==> config.mk <==
export PLATFORM = sky130hd
export DESIGN_NAME = win_alert_top
export DESIGN_NICKNAME = d
export VERILOG_FILES = /design/src/rtl/win_alert_pkg.sv /design/src/rtl/win_alert_regs.sv /design/src/rtl/win_alert_cmp.sv /design/src/rtl/win_alert_flags.sv /design/src/rtl/win_alert_view.sv /design/src/rtl/win_alert_top.sv
export SDC_FILE = /design/constraint.sdc
export NUM_CORES = 1
export LEC_CHECK = 0
export BUFFER_PORTS_ARGS = -buffer_cell sky130_fd_sc_hd__buf_2
export CORE_UTILIZATION = 55
export CTS_CLUSTER_SIZE = 24
export DETAILED_ROUTE_END_ITERATION = 12
export PLACE_DENSITY_LB_ADDON = 0.15
export SKIP_LAST_GASP = 1
export SLEW_MARGIN = 40
export SYNTH_ARGS = -nofsm -noshare
export SYNTH_HDL_FRONTEND = slang
export SYNTH_SLANG_ARGS = --single-unit
export TNS_END_PERCENT = 5
==> constraint.sdc <==
create_clock -name clk -period 11.35 [get_ports clk]
set_input_delay 0.5675 -clock clk [delete_from_list [all_inputs] [get_ports clk]]
set_output_delay 0.5675 -clock clk [all_outputs]
set_load 0.005 [all_outputs]
==> src/rtl/win_alert_pkg.sv <==
package win_alert_pkg;

  typedef enum logic [2:0] {
    ADDR_RESULT = 3'd0,
    ADDR_STATUS = 3'd1,
    ADDR_CONFIG = 3'd2,
    ADDR_HIGH   = 3'd3,
    ADDR_LOW    = 3'd4,
    ADDR_HYST   = 3'd5
  } reg_addr_e;

  // packed from MSB: bit3 polarity, bit2 pin enable, bit1 flag enable, bit0 hold
  typedef struct packed {
    logic polarity;
    logic pin_en;
    logic flag_en;
    logic hold;
  } cfg_t;

  localparam int unsigned CFG_W     = 4;
  localparam int unsigned NUM_FLAGS = 2;
  localparam int unsigned IDX_UNDER = 0;
  localparam int unsigned IDX_OVER  = 1;

endpackage

==> src/rtl/win_alert_regs.sv <==
module win_alert_regs
  import win_alert_pkg::*;
#(
  parameter int unsigned RES_W = 12,
  parameter int unsigned BUS_W = 16
) (
  input  logic             clk,
  input  logic             rst_n,
  input  logic             wr_en,
  input  logic [2:0]       addr,
  input  logic [BUS_W-1:0] wdata,
  output cfg_t             cfg_q,
  output logic [RES_W-1:0] high_q,
  output logic [RES_W-1:0] low_q,
  output logic [RES_W-1:0] hyst_q,
  output logic             status_wr,
  output logic [NUM_FLAGS-1:0] clr_mask
);

  logic unused_wbits;
  assign unused_wbits = ^wdata[BUS_W-1:RES_W];

  assign status_wr = wr_en && (addr == ADDR_STATUS);
  assign clr_mask  = status_wr ? wdata[NUM_FLAGS-1:0] : '0;

  always_ff @(posedge clk or negedge rst_n) begin
    if (!rst_n) begin
      cfg_q  <= '0;
      high_q <= '1;
      low_q  <= '0;
      hyst_q <= '0;
    end else if (wr_en) begin
      case (addr)
        ADDR_CONFIG: cfg_q  <= cfg_t'(wdata[CFG_W-1:0]);
        ADDR_HIGH:   high_q <= wdata[RES_W-1:0];
        ADDR_LOW:    low_q  <= wdata[RES_W-1:0];
        ADDR_HYST:   hyst_q <= wdata[RES_W-1:0];
        default: ;
      endcase
    end
  end

endmodule

==> src/rtl/win_alert_cmp.sv <==
module win_alert_cmp #(
  parameter int unsigned RES_W = 12
) (
  input  logic [RES_W-1:0] sample,
  input  logic [RES_W-1:0] high_lim,
  input  logic [RES_W-1:0] low_lim,
  input  logic [RES_W-1:0] hyst,
  input  logic             hold,
  output logic             over_hit,
  output logic             under_hit,
  output logic             over_rel,
  output logic             under_rel
);

  // difference floored at zero
  function automatic logic [RES_W-1:0] floor_sub(input logic [RES_W-1:0] a,
                                                  input logic [RES_W-1:0] b);
    return (a >= b) ? (a - b) : '0;
  endfunction

  // sum capped at the largest code
  function automatic logic [RES_W-1:0] cap_add(input logic [RES_W-1:0] a,
                                                input logic [RES_W-1:0] b);
    logic [RES_W:0] s;
    s = {1'b0, a} + {1'b0, b};
    return s[RES_W] ? '1 : s[RES_W-1:0];
  endfunction

  logic [RES_W-1:0] over_release_lvl;
  logic [RES_W-1:0] under_release_lvl;

  assign over_release_lvl  = floor_sub(high_lim, hyst);
  assign under_release_lvl = cap_add(low_lim, hyst);

  assign over_hit  = sample > high_lim;
  assign under_hit = sample < low_lim;
  assign over_rel  = !hold && (sample < over_release_lvl);
  assign under_rel = !hold && (sample > under_release_lvl);

endmodule

==> src/rtl/win_alert_flags.sv <==
module win_alert_flags
  import win_alert_pkg::*;
(
  input  logic                 clk,
  input  logic                 rst_n,
  input  logic                 conv_done,
  input  logic [NUM_FLAGS-1:0] hit,
  input  logic [NUM_FLAGS-1:0] rel,
  input  logic [NUM_FLAGS-1:0] clr,
  output logic [NUM_FLAGS-1:0] flags_q
);

  for (genvar i = 0; i < NUM_FLAGS; i++) begin : g_flag
    logic set_ev;
    logic drop_ev;
    assign set_ev  = conv_done && hit[i];
    assign drop_ev = clr[i] || (conv_done && rel[i]);

    always_ff @(posedge clk or negedge rst_n) begin
      if (!rst_n)       flags_q[i] <= 1'b0;
      else if (set_ev)  flags_q[i] <= 1'b1;
      else if (drop_ev) flags_q[i] <= 1'b0;
    end
  end

endmodule

==> src/rtl/win_alert_view.sv <==
module win_alert_view
  import win_alert_pkg::*;
#(
  parameter int unsigned RES_W = 12,
  parameter int unsigned BUS_W = 16
) (
  input  logic                 clk,
  input  logic                 rst_n,
  input  logic                 conv_done,
  input  logic [RES_W-1:0]     conv_data,
  input  logic [2:0]           addr,
  input  cfg_t                 cfg_q,
  input  logic [RES_W-1:0]     high_q,
  input  logic [RES_W-1:0]     low_q,
  input  logic [RES_W-1:0]     hyst_q,
  input  logic [NUM_FLAGS-1:0] flags_q,
  output logic [BUS_W-1:0]     rdata,
  output logic                 alert_o
);

  localparam int unsigned PAD_W = BUS_W - RES_W - 1;

  logic [RES_W-1:0] result_q;
  logic             any_flag;
  logic             mark;
  logic             pin_active;

  always_ff @(posedge clk or negedge rst_n) begin
    if (!rst_n)         result_q <= '0;
    else if (conv_done) result_q <= conv_data;
  end

  assign any_flag   = |flags_q;
  assign mark       = cfg_q.flag_en && any_flag;
  assign pin_active = cfg_q.pin_en && any_flag;
  assign alert_o    = cfg_q.polarity ? pin_active : !pin_active;

  always_comb begin
    rdata = '0;
    case (addr)
      ADDR_RESULT: rdata = {mark, {PAD_W{1'b0}}, result_q};
      ADDR_STATUS: rdata = {{(BUS_W-NUM_FLAGS){1'b0}}, flags_q};
      ADDR_CONFIG: rdata = {{(BUS_W-CFG_W){1'b0}}, cfg_q};
      ADDR_HIGH:   rdata = {{(BUS_W-RES_W){1'b0}}, high_q};
      ADDR_LOW:    rdata = {{(BUS_W-RES_W){1'b0}}, low_q};
      ADDR_HYST:   rdata = {{(BUS_W-RES_W){1'b0}}, hyst_q};
      default:     rdata = '0;
    endcase
  end

endmodule

==> src/rtl/win_alert_top.sv <==
module win_alert_top
  import win_alert_pkg::*;
#(
  parameter int unsigned RES_W = 12,
  parameter int unsigned BUS_W = 16
) (
  input  logic             clk,
  input  logic             rst_n,
  input  logic             conv_done,
  input  logic [RES_W-1:0] conv_data,
  input  logic             reg_wr_en,
  input  logic [2:0]       reg_addr,
  input  logic [BUS_W-1:0] reg_wdata,
  output logic [BUS_W-1:0] reg_rdata,
  output logic             alert_o
);

  cfg_t                 cfg_q;
  logic [RES_W-1:0]     high_q;
  logic [RES_W-1:0]     low_q;
  logic [RES_W-1:0]     hyst_q;
  logic                 status_wr;
  logic [NUM_FLAGS-1:0] clr_mask;
  logic                 over_hit;
  logic                 under_hit;
  logic                 over_rel;
  logic                 under_rel;
  logic [NUM_FLAGS-1:0] flags_q;
  logic                 over_q;
  logic                 under_q;

  win_alert_regs #(.RES_W(RES_W), .BUS_W(BUS_W)) regs_i (
    .clk(clk), .rst_n(rst_n), .wr_en(reg_wr_en), .addr(reg_addr),
    .wdata(reg_wdata), .cfg_q(cfg_q), .high_q(high_q), .low_q(low_q),
    .hyst_q(hyst_q), .status_wr(status_wr), .clr_mask(clr_mask)
  );

  win_alert_cmp #(.RES_W(RES_W)) cmp_i (
    .sample(conv_data), .high_lim(high_q), .low_lim(low_q), .hyst(hyst_q),
    .hold(cfg_q.hold), .over_hit(over_hit), .under_hit(under_hit),
    .over_rel(over_rel), .under_rel(under_rel)
  );

  win_alert_flags flags_i (
    .clk(clk), .rst_n(rst_n), .conv_done(conv_done),
    .hit({over_hit, under_hit}), .rel({over_rel, under_rel}),
    .clr(clr_mask), .flags_q(flags_q)
  );

  assign over_q  = flags_q[IDX_OVER];
  assign under_q = flags_q[IDX_UNDER];

  win_alert_view #(.RES_W(RES_W), .BUS_W(BUS_W)) view_i (
    .clk(clk), .rst_n(rst_n), .conv_done(conv_done), .conv_data(conv_data),
    .addr(reg_addr), .cfg_q(cfg_q), .high_q(high_q), .low_q(low_q),
    .hyst_q(hyst_q), .flags_q(flags_q), .rdata(reg_rdata), .alert_o(alert_o)
  );

endmodule

**After elaboration in Yosys (flattened, before gate mapping)**

Index checks and enable logic that the tools add are counted.

- Reduce and logical (&&, ||, !) cells: 21
- Mux-type cells: 9
- Add/sub/neg operators: 2
- Magnitude comparators: 5
- Equal/unequal tests: 5

Operators with widths:

| operator | number |
|---|---|
| $pmux W16 S6 | 1 |
| $gt A12 B12 Y1 | 2 |
| $lt A12 B12 Y1 | 2 |
| $mux W12 | 2 |
| $add A12 B12 Y13 | 1 |
| $ge A12 B12 Y1 | 1 |
| $sub A12 B12 Y12 | 1 |
| $logic_and A1 B1 Y1 | 9 |
| $reduce_and A2 Y1 | 4 |
| $eq A3 B2 Y1 const B | 2 |
| $eq A3 B3 Y1 const B | 2 |
| $mux W1 | 5 |
| $reduce_bool A2 Y1 | 2 |
| $eq A3 B1 Y1 const B | 1 |
| $logic_not A3 Y1 | 1 |
| $logic_not A1 Y1 | 2 |
| $logic_or A1 B1 Y1 | 2 |
| $mux W2 | 1 |
| $reduce_or A2 Y1 | 1 |

- Input port bits: 35
- Output and inout bits: 17
- Word-level logic and storage cells: 52
- Register bits after elaboration: 54

**Logic depth before layout (Yosys ltp)**

- Depth in word-level cells: 8
- Gate-level depth with buffers: 17
- Depth with buffers taken out: 16

**Cells and area by module**

A second synthesis with hierarchy kept.

- Cell total of the unflattened synthesis: 487
- Area, all modules: 4869.7 µm²

Modules (own cells, without submodules):

| module | area each (µm²) | seq. area each (µm²) | cells an instance | instances |
|---|---|---|---|---|
| win_alert_cmp | 2254.7 | 0.0 | 302 | 1 |
| win_alert_regs | 1609.0 | 1016.0 | 90 | 1 |
| win_alert_view | 919.6 | 300.3 | 87 | 1 |
| win_alert_flags | 86.3 | 50.0 | 8 | 1 |

**Worst setup path before layout**

No wires, ideal clock.

- Kind: register -> register
- Start: register regs_i.high_q[0]
- End: register flags_i.flags_q[1]
- Slack: 7784 ps
- Arrival: 3446 ps
- Library setup time: 120 ps
- Required time: 11230 ps
- Stages on the path, launching flop included: 18
- Buffers on the path: 1
- Clock period less this slack: 3566 ps
- Cell sequence: dfstp_2 inv_1 ha_1 fa_1 nand2b_1 a21oi_1 o21ai_0 nand3_1 a21o_1 clkbuf_1 nand2b_1 ha_1 o21a_1 o21a_1 o31a_1 o21ai_0 o2111ai_1 a31o_2

- Cells in the longest elaborated chain, start to end: 7
- Elaborated cells on any way between the ends: 11
- Classes of those cells: add/sub: 1; order compare: 3; mux: 2; reduce/logical: 5

Ends and longest elaborated chain:

| what | RTL line | text |
|---|---|---|
| start: declaration | win_alert_regs.sv:13 | `output logic [RES_W-1:0] high_q,` |
| start signal: assignment | win_alert_regs.sv:35 | `ADDR_HIGH: high_q <= wdata[RES_W-1:0];` |
| $sub A12 B12 Y12 or $ge A12 B12 Y1 (tied branches) | win_alert_cmp.sv:18 | `return (a >= b) ? (a - b) : '0;` |
| $mux W12 | win_alert_cmp.sv:18 |  |
| $lt A12 B12 Y1 | win_alert_cmp.sv:37 | `assign over_rel = !hold && (sample < over_release_lvl);` |
| $logic_and A1 B1 Y1 | win_alert_cmp.sv:37 |  |
| $logic_and A1 B1 Y1 | win_alert_flags.sv:17 | `assign drop_ev = clr[i] \|\| (conv_done && rel[i]);` |
| $logic_or A1 B1 Y1 | win_alert_flags.sv:17 |  |
| $reduce_bool A2 Y1 (no source line) | n/a |  |
| end signal: indexed assignment | win_alert_flags.sv:20 | `if (!rst_n) flags_q[i] <= 1'b0;` |
| end signal: indexed assignment | win_alert_flags.sv:21 | `else if (set_ev) flags_q[i] <= 1'b1;` |
| end signal: indexed assignment | win_alert_flags.sv:22 | `else if (drop_ev) flags_q[i] <= 1'b0;` |
| end: declaration | win_alert_flags.sv:10 | `output logic [NUM_FLAGS-1:0] flags_q` |

Parallel ways exist; a longest one is shown, timed or not.
A chain may end at the register's enable or synchronous reset.

**Worst setup path in the final report**

Same ends and word-level chain as after synthesis.

==> impl_metrics.toml <==
[status]
status = "completed"

[sta]
finalHoldViolCount = 0
period_minus_slack_ns = 3.89
layout_setup_ws_ns = 7.46
slew_violations = 0
tightest_slew_ns = 0.751
grt_setup_unrepaired = "false"
setup_violations = 0
relSlewSlack = 0.497
finalSetupTns_ns = 0
hold_ws_ns = 0.381
finalCritPeriodShare = 0.343
fin_skew_ns = 0.00685
timing.fmax_mhz = 257

[pwr]
p_leak_nw = 2.40
p_sw_uw = 399
combPwrFrac = 0.569
p_int_uw = 531
power.density_nw_per_um2 = 181
seqPwrFrac = 0.309
finalPower_uw = 930
p_sw_frac = 0.429
ir_drop_v = 0.0000887
clockPowerShare = 0.122

[synth]
synth_top_flop_cell = "dfrtp_1"
synth_warnings = 0
synthCells = 521
ys_seq_elements = 54
seq_area_frac_synth = 0.289
synth_area_um2 = 4730
synth_edf_count = 0
syn_area_per_cell_um2 = 9.08
synthDistinctLibCells = 54
ys_async_sr_fraction = 1.00

[placement]
dp_hpwl_mm = 9.66
pre_cts_slack_ns = 7.48
numPortBuffers = 44
routabilityCongestion = 0.871

[die]
coreArea_um2 = 8260
initial_core_util = 0.573
dieArea_um2 = 8970
die_x_um = 94.7
die_h_um = 94.7
io_pins = 52
placementRows = 33

[final_layout]
nets = 666
fillers = 739
fin_util = 0.622
syn_to_final_growth_pct = 8.68
drive_above_1_share = 0.207
n_antenna_cell = 0

[clock_network]
post-cts-setup-buffers = 0
clock-sinks = 54
clkLatencyLatePin_ns = 0.31
cts_hold_buf = 0
tritoncts = "done"
numCtsBuffers = 5
clk_pin_slew_ns = 0.10
cts_htree_levels = 2
ctsLongestPathBuffers = 2
root_buffer = "clkbuf_8"
cts_resized = 0

[worst_setup_path]
endpoint_kind = "flop"
path_common_cell = "o21ai_0"
critPathMaxStageDelay_ns = 0.57
critical_path.cell_chain = "inv_1, ha_1, fa_1, nand2b_1, a21oi_1, o21ai_0, nand3_1, a21o_1, nand2b_1, ha_1, o21ai_0, nor3_1, o31a_1, o21ai_0, o2111ai_1, a31o_2"
cp_num_buf_inv = 1
crit_fanout = 10
crit_type = "flop to flop"
crit_path_start_kind = "flop"
crit_family = "compound AO/OA/AOI/OAI gates"
cp.required_ns = 11.55
cp_slowest_cell = "dfstp_2"
cp.arrival_ns = 4.09

[detailed_routing]
drtIter0Drc = 239
wire_per_inst_um = 18.2
via_per_inst = 6.11
dr.pass1.iters = 5
drc = 0
dr_total_vias = 4064
ant_nets = 0
drt_wl_total_mm = 12.1

[global_route]
grt_overflow = 0
grt_max_degree = 55
grt_pass1_wl_mm = 19.8
grt.total_usage = 0.292
grt_pass1_vias = 3986
antenna_found_initial = 0

[worst_hold_path]
min_path_type = "input pin to asynchronous set/reset pin"

[job]
maxCapViolations = 0
cell usage in the layout, fill, tap and decap left out, types with 3 or more instances in the layout:
cell / Yosys / layout
a211oi_1: 11 / 11
a21o_1: 11 / 11
a21oi_1: 19 / 19
a22oi_1: 11 / 11
buf_2: 4 / 44
clkbuf_8: 0 / 6
conb_1: 1 / 3
dfrtp_1: 42 / 42
dfstp_2: 12 / 12
ha_1: 70 / 70
inv_1: 41 / 41
mux2_2: 41 / 41
mux2i_1: 4 / 4
nand2_1: 50 / 50
nand2b_1: 8 / 8
nand3_1: 8 / 8
nand4_1: 9 / 9
nor2_1: 34 / 34
nor2b_1: 6 / 6
nor3b_1: 3 / 3
o211ai_1: 6 / 6
o21a_1: 7 / 7
o21ai_0: 52 / 52
o31a_1: 4 / 4
o31ai_1: 3 / 3
xnor2_1: 7 / 7
xor2_1: 6 / 6
worst paths after layout:
check                                         from            endpoint  slack (ns)  depth (start not counted)
min in group clk                      reg_wdata[6]     regs_i.low_q[6]        0.49                          3
worst max register to register    regs_i.high_q[0]  flags_i.flags_q[1]        7.46                         16
worst min-delay path                         rst_n    regs_i.hyst_q[5]        0.38                          2
worst min register to register  view_i.result_q[3]  view_i.result_q[3]        0.52                          1
worst max-delay path              regs_i.high_q[0]  flags_i.flags_q[1]        7.46                         16
max in group asynchronous                    rst_n   regs_i.hyst_q[11]       10.53                          2
cell type report:
cell class / instances / area, um2 / area share
Clock buffer: 6 / 82.6 / 0.0161
Clock inverter: 2 / 12.5 / 0.00243
Inverter: 41 / 154 / 0.0299
Multi-Input combinational cell: 409 / 3130 / 0.610
Sequential cell: 54 / 1370 / 0.266
Tap cell: 105 / 131 / 0.0256
Timing Repair Buffer: 48 / 258 / 0.0502
per-layer routing:
layer,routed length (um),global-route usage
met2,5760,0.478
met1,5710,0.405
met4,194,0.0871
met5,0,0
met3,466,0.0314
worst reg2reg max path, cell delays in order, from the launching register on:
cell and delay (ns):
dfstp_2 0.57, inv_1 0.05, ha_1 0.20, fa_1 0.38, nand2b_1 0.19, a21oi_1 0.25, o21ai_0 0.14, nand3_1 0.14
a21o_1 0.31, nand2b_1 0.10, ha_1 0.29, o21ai_0 0.25, nor3_1 0.08, o31a_1 0.23, o21ai_0 0.17, o2111ai_1 0.17
a31o_2 0.28
power groups by stage:
stage | Sequential, mW | Combinational [mW] | Clock, mW
after floorplan | 0.267 | 0.412 | 0
after global placement | 0.288 | 0.505 | 0
after detailed placement | 0.289 | 0.525 | 0
after CTS | 0.285 | 0.529 | 0.116
after global routing | 0.292 | 0.606 | 0.122
final | 0.287 | 0.529 | 0.114
flip-flops by register name (all words and copies together), names as in the netlist:
register	flops
regs_i.hyst_q	12
regs_i.low_q	12
regs_i.cfg_q	4
regs_i.high_q	12
view_i.result_q	12
flags_i.flags_q	2
kinds of logic after synthesis:
family / count (synthesis) / share of synthesized area
fa+ha+maj: 72 / 0.194
compound gates: 140 / 0.189
mux: 47 / 0.116
other cells: 1 / 0.000793
xor+xnor: 13 / 0.0241
simple gates: 134 / 0.137
buf+inv: 60 / 0.0511
flops: 54 / 0.289
cells in the mapped netlist, types with 3 or more instances:
| master | number | area share |
|---|---|---|
| o31a_1 | 4 | 0.0074 |
| a22oi_1 | 11 | 0.017 |
| buf_4 | 3 | 0.0048 |
| o31ai_1 | 3 | 0.0048 |
| clkbuf_1 | 10 | 0.0079 |
| a21o_1 | 11 | 0.017 |
| mux2i_1 | 4 | 0.0085 |
| xnor2_1 | 7 | 0.013 |
| dfstp_2 | 12 | 0.067 |
| nand2b_1 | 8 | 0.011 |
| mux2_2 | 41 | 0.098 |
| o21a_1 | 7 | 0.011 |
| dfrtp_1 | 42 | 0.22 |
| nand3_1 | 8 | 0.0085 |
| nand2_1 | 50 | 0.040 |
| o211ai_1 | 6 | 0.0095 |
| buf_2 | 4 | 0.0042 |
| a21oi_1 | 19 | 0.020 |
| nor2_1 | 34 | 0.027 |
| o21ai_0 | 52 | 0.055 |
| ha_1 | 70 | 0.19 |
| xor2_1 | 6 | 0.011 |
| nor2b_1 | 6 | 0.0079 |
| nor3b_1 | 3 | 0.0048 |
| a211oi_1 | 11 | 0.017 |
| inv_1 | 41 | 0.033 |
| nand4_1 | 9 | 0.012 |
per-stage QoR:
| step | cell area [um2] | instances |
|---|---|---|
| after global placement | 5010 | 655 |
| final | 5140 | 665 |
| after global routing | 5140 | 665 |
| after CTS | 5130 | 664 |
| after detailed placement | 5030 | 656 |
| after floorplan | 4740 | 523 |
Note: power is estimated with default switching activity, not from simulation.
